==> src/rtl/sat_arith_pkg.sv <==
package sat_arith_pkg;

    localparam int unsigned DATA_W = 32;

    typedef enum logic [1:0] {
        OP_ADD  = 2'b00,
        OP_SUB  = 2'b01,
        OP_DADD = 2'b10,
        OP_DSUB = 2'b11
    } sat_op_e;

    typedef struct packed {
        logic [DATA_W-1:0] val;
        logic              clamped;
    } sat_word_t;

    function automatic logic [DATA_W-1:0] pos_limit();
        return {1'b0, {(DATA_W-1){1'b1}}};
    endfunction

    function automatic logic [DATA_W-1:0] neg_limit();
        return {1'b1, {(DATA_W-1){1'b0}}};
    endfunction

    // Wide (DATA_W+1 bit) value clamped back into DATA_W signed range.
    function automatic sat_word_t clamp_wide(input logic [DATA_W:0] w);
        sat_word_t r;
        if (w[DATA_W] != w[DATA_W-1]) begin
            r.clamped = 1'b1;
            r.val     = w[DATA_W] ? neg_limit() : pos_limit();
        end else begin
            r.clamped = 1'b0;
            r.val     = w[DATA_W-1:0];
        end
        return r;
    endfunction

endpackage

==> src/rtl/sat_doubler.sv <==
module sat_doubler
    import sat_arith_pkg::*;
#(
    parameter int unsigned W = DATA_W
) (
    input  logic [W-1:0] x_i,
    output logic [W-1:0] y_o,
    output logic         clamp_o
);
    localparam logic [W-1:0] MAXV = {1'b0, {(W-1){1'b1}}};
    localparam logic [W-1:0] MINV = {1'b1, {(W-1){1'b0}}};

    logic [W:0] dbl_w;

    always_comb begin
        dbl_w = {x_i, 1'b0};
        // Doubling overflows when the two top bits of the input differ.
        if (x_i[W-1] != x_i[W-2]) begin
            clamp_o = 1'b1;
            y_o     = x_i[W-1] ? MINV : MAXV;
        end else begin
            clamp_o = 1'b0;
            y_o     = dbl_w[W-1:0];
        end
    end
endmodule

==> src/rtl/sat_addsub.sv <==
module sat_addsub
    import sat_arith_pkg::*;
#(
    parameter int unsigned W = DATA_W
) (
    input  logic [W-1:0] a_i,
    input  logic [W-1:0] b_i,
    input  logic         sub_i,
    output logic [W-1:0] y_o,
    output logic         clamp_o
);
    localparam logic [W-1:0] MAXV = {1'b0, {(W-1){1'b1}}};
    localparam logic [W-1:0] MINV = {1'b1, {(W-1){1'b0}}};

    logic [W:0] a_ext;
    logic [W:0] b_ext;
    logic [W:0] wide;

    always_comb begin
        a_ext = {a_i[W-1], a_i};
        b_ext = {b_i[W-1], b_i};
        wide  = sub_i ? (a_ext - b_ext) : (a_ext + b_ext);
        if (wide[W] != wide[W-1]) begin
            clamp_o = 1'b1;
            y_o     = wide[W] ? MINV : MAXV;
        end else begin
            clamp_o = 1'b0;
            y_o     = wide[W-1:0];
        end
    end
endmodule

==> src/rtl/sat_sticky_flag.sv <==
module sat_sticky_flag (
    input  logic clk,
    input  logic rst,
    input  logic set_i,
    input  logic clr_i,
    output logic flag_o
);
    always_ff @(posedge clk) begin
        if (rst)        flag_o <= 1'b0;
        else if (set_i) flag_o <= 1'b1;
        else if (clr_i) flag_o <= 1'b0;
    end

    // a clamp always leaves the flag raised
    a_r7_set_on_clamp: assert property (@(posedge clk) disable iff (rst)
        set_i |=> flag_o);

    // without a clear, the flag never falls
    a_r7_flag_sticky: assert property (@(posedge clk) disable iff (rst)
        (flag_o && !clr_i) |=> flag_o);

    // clear with no concurrent clamp lowers the flag
    a_r8_clear_drops: assert property (@(posedge clk) disable iff (rst)
        (clr_i && !set_i) |=> !flag_o);
endmodule

==> src/rtl/sat_arith_unit.sv <==
module sat_arith_unit
    import sat_arith_pkg::*;
#(
    parameter int unsigned W = DATA_W
) (
    input  logic         clk,
    input  logic         rst,
    input  logic         in_vld,
    input  logic [1:0]   op_sel,
    input  logic [W-1:0] opnd_a,
    input  logic [W-1:0] opnd_b,
    input  logic         sat_clear,
    output logic [W-1:0] res_q,
    output logic         res_vld,
    output logic         sat_flag
);
    localparam logic [W-1:0] MAXV = {1'b0, {(W-1){1'b1}}};
    localparam logic [W-1:0] MINV = {1'b1, {(W-1){1'b0}}};

    sat_op_e     op;
    logic [W-1:0] b_dbl;
    logic         dbl_clamp;
    logic [W-1:0] b_sel;
    logic [W-1:0] sum_val;
    logic         sum_clamp;
    logic         clamp_any;
    logic         use_dbl;
    logic         is_sub;

    assign op      = sat_op_e'(op_sel);
    assign use_dbl = (op == OP_DADD) || (op == OP_DSUB);
    assign is_sub  = (op == OP_SUB)  || (op == OP_DSUB);

    sat_doubler #(.W(W)) u_dbl (
        .x_i     (opnd_b),
        .y_o     (b_dbl),
        .clamp_o (dbl_clamp)
    );

    assign b_sel = use_dbl ? b_dbl : opnd_b;

    sat_addsub #(.W(W)) u_as (
        .a_i     (opnd_a),
        .b_i     (b_sel),
        .sub_i   (is_sub),
        .y_o     (sum_val),
        .clamp_o (sum_clamp)
    );

    assign clamp_any = sum_clamp || (use_dbl && dbl_clamp);

    always_ff @(posedge clk) begin
        if (rst) begin
            res_q   <= '0;
            res_vld <= 1'b0;
        end else begin
            res_vld <= in_vld;
            if (in_vld) res_q <= sum_val;
        end
    end

    sat_sticky_flag u_flag (
        .clk    (clk),
        .rst    (rst),
        .set_i  (in_vld && clamp_any),
        .clr_i  (sat_clear),
        .flag_o (sat_flag)
    );

    // result strobe follows the input strobe by one edge
    a_r6_valid_latency: assert property (@(posedge clk) disable iff (rst)
        in_vld |=> res_vld);

    // idle cycles keep the result
    a_r6_hold_result: assert property (@(posedge clk) disable iff (rst)
        !in_vld |=> ($stable(res_q) && !res_vld));

    // a clamped result is one of the two signed limits
    a_r2_clamp_limits: assert property (@(posedge clk) disable iff (rst)
        (in_vld && sum_clamp) |=> (res_q == MAXV || res_q == MINV));

    // an overflowing double yields a signed limit before the add
    a_r4_dbl_limits: assert property (@(posedge clk) disable iff (rst)
        (use_dbl && dbl_clamp) |-> (b_dbl == MAXV || b_dbl == MINV));
endmodule

==> config.mk <==
export PLATFORM = sky130hd
export DESIGN_NAME = sat_arith_unit
export DESIGN_NICKNAME = d
export VERILOG_FILES = /design/src/rtl/sat_arith_pkg.sv /design/src/rtl/sat_doubler.sv /design/src/rtl/sat_addsub.sv /design/src/rtl/sat_sticky_flag.sv /design/src/rtl/sat_arith_unit.sv
export SDC_FILE = /design/constraint.sdc
export NUM_CORES = 1
export LEC_CHECK = 0
export BUFFER_PORTS_ARGS = -buffer_cell sky130_fd_sc_hd__buf_2
export CORE_AREA = 2 2 100 102
export DETAILED_ROUTE_END_ITERATION = 7
export DIE_AREA = 0 0 102 104
export PLACE_DENSITY_LB_ADDON = 0.25
export SYNTH_ARGS = -nofsm -noshare
export SYNTH_HDL_FRONTEND = slang
export SYNTH_SLANG_ARGS = --single-unit
==> constraint.sdc <==
create_clock -name clk -period 5.75 [get_ports clk]
set_input_delay 0 -clock clk [delete_from_list [all_inputs] [get_ports clk]]
set_output_delay 0 -clock clk [all_outputs]
set_load 0.05 [all_outputs]
==> flow_summary.ini <==
[status]
outcome = completed

[logic_synthesis]
synth_simple_gate_area_share_pct = 21.67
syn_inst = 625
ys_types = 71
syn_nets = 732
yosys.area_share.xor_xnor_pct = 10.76
syn_area_per_cell_um2 = 7.555
synthTopCellsByCount = nor2_1, a21oi_1, nand2_1, ha_1, xnor2_1
synth_ff_type = dfxtp_1
async_flop_share_pct = 0
yosysMostFrequentCell = nor2_1
synth.mux.area_fraction_pct = 0.6624
synth-edff-count = 0
synth_top_area_cell = dfxtp_1
ys_warn_count = 0
synthAdderAreaFrac_pct = 17.28
synth_area_mm2 = 0.004722
synth_compound_area_share_pct = 29.54
yosysSeqAreaShare_pct = 14.41
ys_seq_elements = 34
synth.area.top_cells = dfxtp_1, ha_1, a211oi_2, nor2_1, a21oi_1
synth_top_family_by_area = compound AO/OA/AOI/OAI gates
netlist.area_leader.share_pct = 14.41

[final_layout]
final_layout_size_suffix_gt1_share_pct = 28.97
area_delta_synth_final_pct = 16.56
antenna_cells = 0
fillers = 901
nets = 824
stdcell_count = 851

[clock_network]
cts-root-buf = clkbuf_8
htreeDepth = 2
cts_tree = yes
clkSlewWorstSetupHoldPaths_ns = 0.07
cts_buffers = 5
insertion_delay_ns = 0.28
postCtsHoldBufs = 0
cts.path.max_buffers = 2
cts.sinks = 34

[routing]
dr.first_iter.drc_count = 294
wl_mm = 12.45
vias = 4803
wl_per_cell_um = 14.63
antenna_left = 0
via_per_inst = 5.644
dr.pass1.iters = 6
drc = 0

[sta]
hold_violations = 0
fin_crit_sh_pct = 94.14
setup-violations-final = 0
finalWorstSetupSlack_ns = 0.3371
fin_worst_skew_ns = 0
maxSlewViolCount = 0
layout_min_cycle_time_ns = 5.413
maxSlewHeadroom_pct = 40.59
worstMarginPinSlew_ns = 0.8912
fmax_mhz = 184.7

[power_and_ir_drop]
p_per_area_mw_per_mm2 = 290.8
pwr-share-clk_pct = 11.1
p_seq_share_pct = 18.6
switching_share_pct = 48.38
p_sw_uw = 774.4
combPwrFrac_pct = 70.2
peakVddDrop_uv = 140.5
p_leak_uw = 0.002376
p_int_uw = 826.4

[die]
ios = 104
die_area_mm2 = 0.01061
fp-row-count = 36
core_mm2 = 0.009549
start_util_pct = 49.45
die_x_um = 102
die_y_um = 104

[grt]
grt_use_met2_pct = 35.62
grt.overflow.total = 0
grt_usage_pct = 22.67
grtUsageMet1_pct = 33.95
grt_pass1_wl_mm = 20.01
grt_max_degree = 66
grt_pass1_vias = 4213
busiest_layer = met2
grtUsageMet3_pct = 1.546
antenna_found_initial = 0

[critical_path]
startpoint_type = input pin
criticalPathCategory = input pin to flop
crit_required_ns = 5.95
end_kind = flop
cpPeakStageDelay_ns = 0.51
crit_top_cell = nand2_1
worstPathArrival_ns = 5.61
cp_slowest_cell = or4b_4
crit_buf_inv = 4
critPathTopFamily = compound AO/OA/AOI/OAI gates
cp_max_fo = 18

[run]
drv_cap = 0

[place]
dp_hpwl_mm = 9.986
io_buffers = 103
gp_congestion = 0.9032
place_ws_ns = 0.06445
dp_cells = 841

[min_path]
hold_class = input pin to flop
## power groups by stage
| stage | logic (µW) | registers [µW] | clock network, µW |
|---|---|---|---|
| detailed placement | 1100 | 303 | 0 |
| floorplan | 733 | 450 | 0 |
| finish | 1120 | 298 | 178 |
| CTS | 1110 | 298 | 183 |
| global placement | 1090 | 302 | 0 |
| global route | 1230 | 303 | 191 |
## layout by cell type, fill, tap and decap left out, types with 11 or more instances in the layout
master    count
buf_2       103
nand3_1      11
ha_1         35
nor2_1       93
a21oi_1      66
a31oi_1      16
xor2_1       22
xnor2_1      35
inv_1        23
a211oi_2     28
maj3_2       28
nand2_1      39
dfxtp_1      34
o21ai_0      27
buf_4        17
## path summary, 6_finish.rpt
check	cells past startpoint	slack (ns)	end	startpoint
hold / removal	4	0.08	u_flag.flag_o	sat_clear
setup / recovery	25	0.34	res_q[30]	opnd_b[30]
hold reg to reg	2	0.47	res_q[31]	res_q[31]
setup reg to reg	3	4.65	u_flag.flag_o	u_flag.flag_o
## tightest hold or removal path: stages
cell	delay (ns)
buf_2	0.07
nor2b_1	0.07
nor2_1	0.10
a211oi_1	0.06
## per-stage QoR
step | total power [µW] | hold slack (ns) | utilization, % | instance area, µm² | setup TNS, ns
global route | 1719 | 0.09738 | 57.64 | 5504 | -0.01842
finish | 1601 | 0.08497 | 57.64 | 5504 | 0
floorplan | 1183 | 0.2078 | - | 4727 | 0
detailed placement | 1408 | 0.3726 | 56.37 | 5383 | 0
global placement | 1391 | 0.3446 | 56.37 | 5383 | 0
CTS | 1596 | 0.08213 | 57.32 | 5474 | 0
## routing by layer
| layer | routed length (µm) | vias up | part of all wire, % |
|---|---|---|---|
| li1 | - | 2459 | - |
| met1 | 6094 | 2145 | 49 |
| met2 | 5466 | 184 | 44 |
| met3 | 724 | 15 | 5.8 |
| met4 | 164 | 0 | 1.3 |
| met5 | 0 | - | 0 |
## cell type report
class,count,area [µm²],share of cell area [%]
Sequential cell,34,680.7,12.37
Timing Repair Buffer,122,683.2,12.41
Clock inverter,1,5.005,0.09093
Multi-Input combinational cell,531,3796,68.97
Clock buffer,7,86.33,1.569
Inverter,23,86.33,1.569
Tap cell,133,166.4,3.023
## kinds of logic after synthesis
| logic type | Yosys count |
|---|---|
| DFF | 34 |
| and+or+nand+nor | 212 |
| adders and majority gates | 68 |
| xor gates and xnor gates | 58 |
| muxes | 3 |
| AOI/OAI and AO/OA | 190 |
| buffers and inverters | 60 |
## flip-flops by register name (all words and copies together), names as in the netlist
| register | flops |
|---|---|
| res_q | 32 |
| u_flag.flag_o | 1 |
| res_vld | 1 |
## what timing repair did
action | CTS | global route
setup endpoints to repair | 0 | 26
gates resized for setup | 0 | 4
setup buffers | 0 | 2
No activity file was read; power rests on OpenSTA's default activity.
